$ cat src/rtl/wen_guard_pkg.sv
package wen_guard_pkg;
  localparam int STAT_W   = 8;
  localparam int WEL_POS  = 1;
  localparam logic [STAT_W-1:0] USER_MASK = 8'h8C;
endpackage

$ cat src/rtl/wen_pin_sync.sv
module wen_pin_sync #(
  parameter int STAGES = 2
) (
  input  logic clk,
  input  logic rst,
  input  logic pin,
  output logic pin_q
);
  localparam int LAST = STAGES - 1;
  logic [STAGES-1:0] stg;

  genvar i;
  generate
    for (i = 0; i < STAGES; i++) begin : g_stage
      if (i == 0) begin : g_first
        always_ff @(posedge clk) begin
          if (rst) stg[0] <= 1'b0;
          else     stg[0] <= pin;
        end
      end else begin : g_next
        always_ff @(posedge clk) begin
          if (rst) stg[i] <= 1'b0;
          else     stg[i] <= stg[i-1];
        end
      end
    end
  endgenerate

  assign pin_q = stg[LAST];
endmodule

$ cat src/rtl/wen_latch.sv
module wen_latch (
  input  logic clk,
  input  logic rst,
  input  logic set_req,
  input  logic clr_req,
  output logic wel
);
  always_ff @(posedge clk) begin
    if (rst)          wel <= 1'b0;
    else if (clr_req) wel <= 1'b0;
    else if (set_req) wel <= 1'b1;
  end

  p_set_r2: assert property (@(posedge clk) disable iff (rst)
    (set_req && !clr_req) |=> wel);
  p_clear_r11: assert property (@(posedge clk) disable iff (rst)
    clr_req |=> !wel);
  p_hold_r3: assert property (@(posedge clk) disable iff (rst)
    (!set_req && !clr_req) |=> $stable(wel));
endmodule

$ cat src/rtl/wen_status_bits.sv
module wen_status_bits #(
  parameter int W = 8,
  parameter logic [W-1:0] MASK = '0,
  parameter logic [W-1:0] INIT = '0
) (
  input  logic         clk,
  input  logic         rst,
  input  logic         wr_go,
  input  logic [W-1:0] wdata,
  output logic [W-1:0] bits
);
  genvar i;
  generate
    for (i = 0; i < W; i++) begin : g_bit
      if (MASK[i]) begin : g_keep
        always_ff @(posedge clk) begin
          if (rst)        bits[i] <= INIT[i];
          else if (wr_go) bits[i] <= wdata[i];
        end
      end else begin : g_zero
        assign bits[i] = 1'b0;
      end
    end
  endgenerate

  p_load_r7: assert property (@(posedge clk) disable iff (rst)
    wr_go |=> (bits == ($past(wdata) & MASK)));
  p_keep_r8: assert property (@(posedge clk) disable iff (rst)
    !wr_go |=> $stable(bits));
endmodule

$ cat src/rtl/wen_guard.sv
module wen_guard
  import wen_guard_pkg::*;
#(
  parameter int SYNC_STAGES = 2,
  parameter logic [STAT_W-1:0] NV_INIT = '0
) (
  input  logic              clk,
  input  logic              rst,
  input  logic              arm,
  input  logic              disarm,
  input  logic              stat_wr,
  input  logic [STAT_W-1:0] stat_wdata,
  input  logic              mem_wr_done,
  input  logic              wp_n,
  output logic [STAT_W-1:0] stat_byte,
  output logic              mem_wr_ok,
  output logic              stat_wr_ok
);
  localparam logic [STAT_W-1:0] INIT_M = NV_INIT & USER_MASK;

  logic wp_q;
  logic wel;
  logic clr_any;
  logic upd;
  logic [STAT_W-1:0] user_bits;

  wen_pin_sync #(.STAGES(SYNC_STAGES)) u_sync (
    .clk(clk), .rst(rst), .pin(wp_n), .pin_q(wp_q)
  );

  assign clr_any = disarm | mem_wr_done | stat_wr;

  wen_latch u_latch (
    .clk(clk), .rst(rst), .set_req(arm), .clr_req(clr_any), .wel(wel)
  );

  assign upd = stat_wr & wel & wp_q;

  wen_status_bits #(.W(STAT_W), .MASK(USER_MASK), .INIT(INIT_M)) u_bits (
    .clk(clk), .rst(rst), .wr_go(upd), .wdata(stat_wdata), .bits(user_bits)
  );

  always_comb begin
    stat_byte = user_bits;
    stat_byte[WEL_POS] = wel;
  end

  assign mem_wr_ok  = wel;
  assign stat_wr_ok = wel & wp_q;

  p_protect_r9: assert property (@(posedge clk) disable iff (rst)
    (stat_wr && !wp_q) |=> ((stat_byte & USER_MASK) == $past(stat_byte & USER_MASK)));
  p_swdrop_r5: assert property (@(posedge clk) disable iff (rst)
    stat_wr |=> !mem_wr_ok);
  p_nosetbit_r6: assert property (@(posedge clk) disable iff (rst)
    (stat_wr && !arm) |=> !stat_byte[WEL_POS]);
endmodule

$ cat config.mk
export PLATFORM = sky130hd
export DESIGN_NAME = wen_guard
export DESIGN_NICKNAME = d
export VERILOG_FILES = /design/src/rtl/wen_guard_pkg.sv /design/src/rtl/wen_pin_sync.sv /design/src/rtl/wen_latch.sv /design/src/rtl/wen_status_bits.sv /design/src/rtl/wen_guard.sv
export SDC_FILE = /design/constraint.sdc
export NUM_CORES = 1
export LEC_CHECK = 0
export ABC_AREA = 1
export ABC_CLOCK_PERIOD_IN_PS = 1700
export BUFFER_PORTS_ARGS = -buffer_cell sky130_fd_sc_hd__buf_2
export CORE_AREA = 3 3 40 42
export CTS_CLUSTER_SIZE = 30
export DETAILED_ROUTE_END_ITERATION = 8
export DIE_AREA = 0 0 43 45
export PLACE_DENSITY = 0.55
export SYNTH_ARGS = -nofsm -noshare
export SYNTH_HDL_FRONTEND = slang
export SYNTH_HIERARCHICAL = 1
export SYNTH_SLANG_ARGS = --single-unit
$ cat constraint.sdc
create_clock -name clk -period 1.7 [get_ports clk]
set_input_delay 0.255 -clock clk [delete_from_list [all_inputs] [get_ports clk]]
set_output_delay 0.255 -clock clk [all_outputs]
set_load 0.1 [all_outputs]
==> summary.txt, run 1 <==
Cells and area
  – N_diodes: 0
  – Share of cells above drive strength 1: 0.3559
  – Fin nets: 76
  – Area delta synth->final: 32.59%

Worst setup path
  – Worst EP required: 1440 ps
  – Setup CP Type: reg2out
  – Critical Path AT: 1110 ps
  – Setup crit start kind: register
  – Worst-path fanout max: 4
  – Setup crit end kind: output pin

Logic synthesis
  – Syn_area_per_cell: 6.518 um2
  – Number of warnings issued by yosys: 6
  – Netlist Area Pre-Place: 280.3 um2
  – Cell count after synthesis: 43

Placement
  – GP Congestion: 0.6511
  – HPWL Detailed: 414.4 um
  – Port Buffers: 15

GRT
  – Global-route wire length before repair: 869 um
  – Total grt overflow: 0
  – Initial antenna violation count: 0
  – GRT Total Usage: 0.06850
  – Largest net degree at the start of global routing: 7
  – Vias in the first global route: 233

Detailed routing
  – DRT met1 WL: 193 um
  – DR vias: 260
  – Top routing layer used: met3
  – Met3 WL post-DR: 91 um
  – Drc violations: 0
  – DR WL/cell: 6.851 um
  – 1st-iter DRT viols: 2
  – Routed WL: 507 um
  – Drt pass-1 iters: 2
  – Vias per cell: 3.514
  – Post-route ant nets: 0
  – Metal2 WL: 221 um

Power and ir drop
  – Pwr/cell area: 919.3 nW/um2
  – Pleak: 0.2358 nW
  – Max IR drop VDD: 390.2 uV
  – Pwr Total: 0.3416 mW

Floorplan
  – Die Y: 45 um
  – Area of the die: 1935 um2
  – Initial Util: 0.2181
  – # rows: 13
  – Core region area: 1285 um2
  – I/O pins: 25
  – Die Width: 43 um

CTS
  – Num CTS Buffers: 3
  – H-tree depth: 1
  – CTS tree: built
  – Max Root-Sink Buffers: 2
  – Resized cells post-CTS: 0
  – Setup bufs post-CTS: 0
  – Hold buffer count at CTS: 0
  – CTS clk-pin slew, worst paths: 40 ps
  – Clk root buf: clkbuf_4
  – TritonCTS sink count: 6
  – Clk_lat worst skew: 240 ps

STA
  – Tcrit/Tclk final: 0.8049
  – Final Hold Fails: 0
  – Max Freq: 730.8 MHz
  – RSZ-0062 raised after global routing: false
  – Clk_skew: 0.2848 ps
  – Final min period: 1368 ps
  – Total negative slack: 0 ps
  – Final setup fails: 0
  – Slew Viols, Final: 0

Min path
  – HP Class: in2reg

Job
  – Max Cap Violations: 0

Run status
  – Outcome: finished, final reports clean
[cell usage in the layout, fill, tap and decap left out]
cell	instances
nor2_2	1
inv_1	9
nor2_1	11
clkbuf_4	3
inv_2	1
dfxtp_1	5
conb_1	4
buf_2	15
nand2_1	9
dfxtp_2	1
[routing by layer]
| metal | GRT usage | vias up |
|---|---|---|
| li1 | - | 142 |
| met1 | 0.06326 | 104 |
| met2 | 0.09281 | 14 |
| met3 | 0.07570 | 0 |
| met4 | 0.03614 | 0 |
| met5 | 0 | - |
[critical path: stages, from the launching register on]
cell and delay, ps:
dfxtp_2 330, nand2_1 80, inv_1 50, buf_2 410
[report_power, final]
group	switching, mW	internal, mW
Sequential	0.000867	0.144
Combinational	0.0563	0.0118
Clock	0.0488	0.0797
[metrics by stage]
step	utilization	instance area, um2	hold WS, ps	instances	setup slack [ps]
after floorplan	-	292.8	326.2	46	10.47
after global placement	0.2717	349.1	390.5	71	590.4
after detailed placement	0.2717	349.1	392.4	71	581.5
after CTS	0.2892	371.6	215.6	74	318.0
after global routing	0.2892	371.6	212.9	74	255.2
final	0.2892	371.6	218.2	74	331.6
[sequential cells by signal, summed over array words and instances (netlist names)]
register	flops
u_sync/pin_q	1
u_latch/wel	1
u_sync/stg	1
u_bits/bits	3
[area by class of cell]
cell class                      instances  area [um2]
Multi-Input combinational cell         25       96.34
Sequential cell                         6       121.4
Inverter                               10       37.54
Tap cell                               15       18.77
Clock buffer                            3       22.52
Fill cell                             156       913.4
Timing Repair Buffer                   15       75.07
[worst paths after layout]
| kind | start | endpoint | slack [ps] | depth (start not counted) |
|---|---|---|---|---|
| worst max-delay path | u_latch/wel | stat_wr_ok | 330 | 3 |
| worst min-delay path | rst | u_sync/pin_q | 220 | 2 |
| worst max register to register | u_latch/wel | u_bits/bits[2] | 790 | 5 |
| worst min register to register | u_sync/stg[0] | u_sync/pin_q | 400 | 2 |
No activity file was read; power rests on OpenSTA's default activity.
==> run 2: changes to the inputs <==
Settings changed: ABC_CLOCK_PERIOD_IN_PS 1700 to 1250, PLACE_DENSITY 0.55 to 0.57.
Clock period 1.7 ns to 1.25 ns, I/O delays scaled along.
==> summary.txt, run 2 (synthesis results as in run 1) <==
CTS
  – CTS tree: built
  – Clk root buf: clkbuf_4
  – Resized cells post-CTS: 0
  – TritonCTS sink count: 6
  – Hold buffer count at CTS: 0
  – H-tree depth: 1
  – CTS clk-pin slew, worst paths: 50 ps
  – Num CTS Buffers: 3
  – Clk_lat worst skew: 250 ps
  – Max Root-Sink Buffers: 2
  – Setup bufs post-CTS: 0

Floorplan
  – Initial Util: 0.2181
  – Area of the die: 1935 um2
  – # rows: 13
  – I/O pins: 25
  – Die Width: 43 um
  – Die Y: 45 um
  – Core region area: 1285 um2

Cells and area
  – Commonest non-fill, non-tap cell in the layout: nor2_1
  – Final Cell Area: 459.2 um2
  – Biggest register: u_bits/bits
  – Finished Core Util: 0.3574
  – Layout Cells excl Fill: 75
  – N_diodes: 0
  – Fin nets: 76
  – Commonest non-fill, non-tap cells in the layout: nor2_1 (11), buf_2 (10), inv_1 (8), nand2_1 (8)
  – Share of cells above drive strength 1: 0.3833
  – Max reg flops: 3
  – Area delta synth->final: 63.84%

STA
  – Final min period: 1168 ps
  – Clk_skew: 6.521 ps
  – RSZ-0062 raised after global routing: false
  – Total negative slack: 0 ps
  – Tcrit/Tclk final: 0.9345
  – Final setup fails: 0
  – Setup ws final: 81.93 ps
  – Slew Viols, Final: 0
  – Max Freq: 856.1 MHz
  – Final Hold Fails: 0

Placement
  – Post-place setup slack: 247.6 ps
  – GP Congestion: 0.6596
  – HPWL Detailed: 426.4 um
  – Post-Place Cells: 71
  – Port Buffers: 15
  – Placed cell areas: 430.4 um2

Worst setup path
  – Setup crit end kind: output pin
  – Worst-path fanout max: 2
  – Worst EP required: 1060 ps
  – Setup CP Type: reg2out
  – Critical Path AT: 980 ps
  – CP delay by family, top: buffers and inverters
  – CP Buf/Inv Count: 1
  – Crit-path slowest cell: buf_2
  – CP Cell Sequence: buf_2
  – Setup crit start kind: register
  – CP max stage delay: 420 ps

GRT
  – GRT Total Usage: 0.07083
  – Global-route wire length before repair: 910 um
  – Total grt overflow: 0
  – Vias in the first global route: 224
  – Largest net degree at the start of global routing: 7
  – Initial antenna violation count: 0

Detailed routing
  – Drt pass-1 iters: 4
  – DRT met1 WL: 229 um
  – 1st-iter DRT viols: 4
  – Routed WL: 554 um
  – DR WL/cell: 7.387 um
  – Met3 WL post-DR: 66 um
  – Metal2 WL: 245 um
  – Post-route ant nets: 0
  – DR vias: 259
  – Top routing layer used: met4
  – Drc violations: 0
  – Vias per cell: 3.453

Power and ir drop
  – Combinational share of power: 0.198
  – Clk pwr share: 0.401
  – Psw: 0.1543 mW
  – Max IR drop VDD: 304.0 uV
  – Sequential share of power: 0.400
  – Pleak: 0.2411 nW
  – Sw Ratio: 0.3150
  – Pwr/cell area: 1067 nW/um2
  – Int Pwr: 0.3355 mW

Job
  – Max Cap Violations: 0

Run status
  – Outcome: finished, final reports clean

Min path
  – HP Class: in2reg
-- run 2: cell count changes in the layout (fill, tap and decap cells not counted), sizes merged --
cell / change
clkbuf: +1
clkinvlp: +1
inv: -1
-- run 2: per-layer routing --
| metal | GRT usage | vias up |
|---|---|---|
| li1 | - | 143 |
| met1 | 0.06522 | 102 |
| met2 | 0.09880 | 12 |
| met3 | 0.03984 | 2 |
| met4 | 0.09036 | 0 |
| met5 | 0 | - |
-- run 2: worst reg2reg max path: cells and delay by family (launching register included) --
family        cells  cell delay [ps]
simple gates      5              460
flops             1              380
-- run 2: power groups by stage --
stage / Clock [mW] / Sequential [mW] / Combinational, mW
floorplan: 0 / 0.204 / 0.0803
global placement: 0 / 0.199 / 0.0969
detailed placement: 0 / 0.199 / 0.0971
CTS: 0.210 / 0.196 / 0.0973
global route: 0.220 / 0.196 / 0.103
finish: 0.197 / 0.196 / 0.0972
-- run 2: path summary, 6_finish.rpt --
check | depth (start not counted) | startpoint | to | slack [ps]
worst max-delay path | 1 | u_bits/bits[3] | stat_byte[3] | 80
worst min-delay path | 2 | rst | u_sync/stg[0] | 140
worst max register to register | 5 | u_latch/wel | u_bits/bits[7] | 300
worst min register to register | 2 | u_sync/stg[0] | u_sync/pin_q | 410
-- run 2: final cells by class --
cell class                      count  area, um2
Fill cell                         144      825.8
Timing Repair Buffer               15      150.1
Sequential cell                     6      123.9
Multi-Input combinational cell     25      98.84
Inverter                           10      41.29
Clock buffer                        4      26.28
Tap cell                           15      18.77
-- run 2: metrics by stage --
step,power (mW),hold WS (ps)
6_report,0.4898,139.9
5_1_grt,0.5187,141.6
4_1_cts,0.5024,131.3
3_5_place_dp,0.2966,394.8
3_3_place_gp,0.2964,391.4
2_1_floorplan,0.2848,258.7
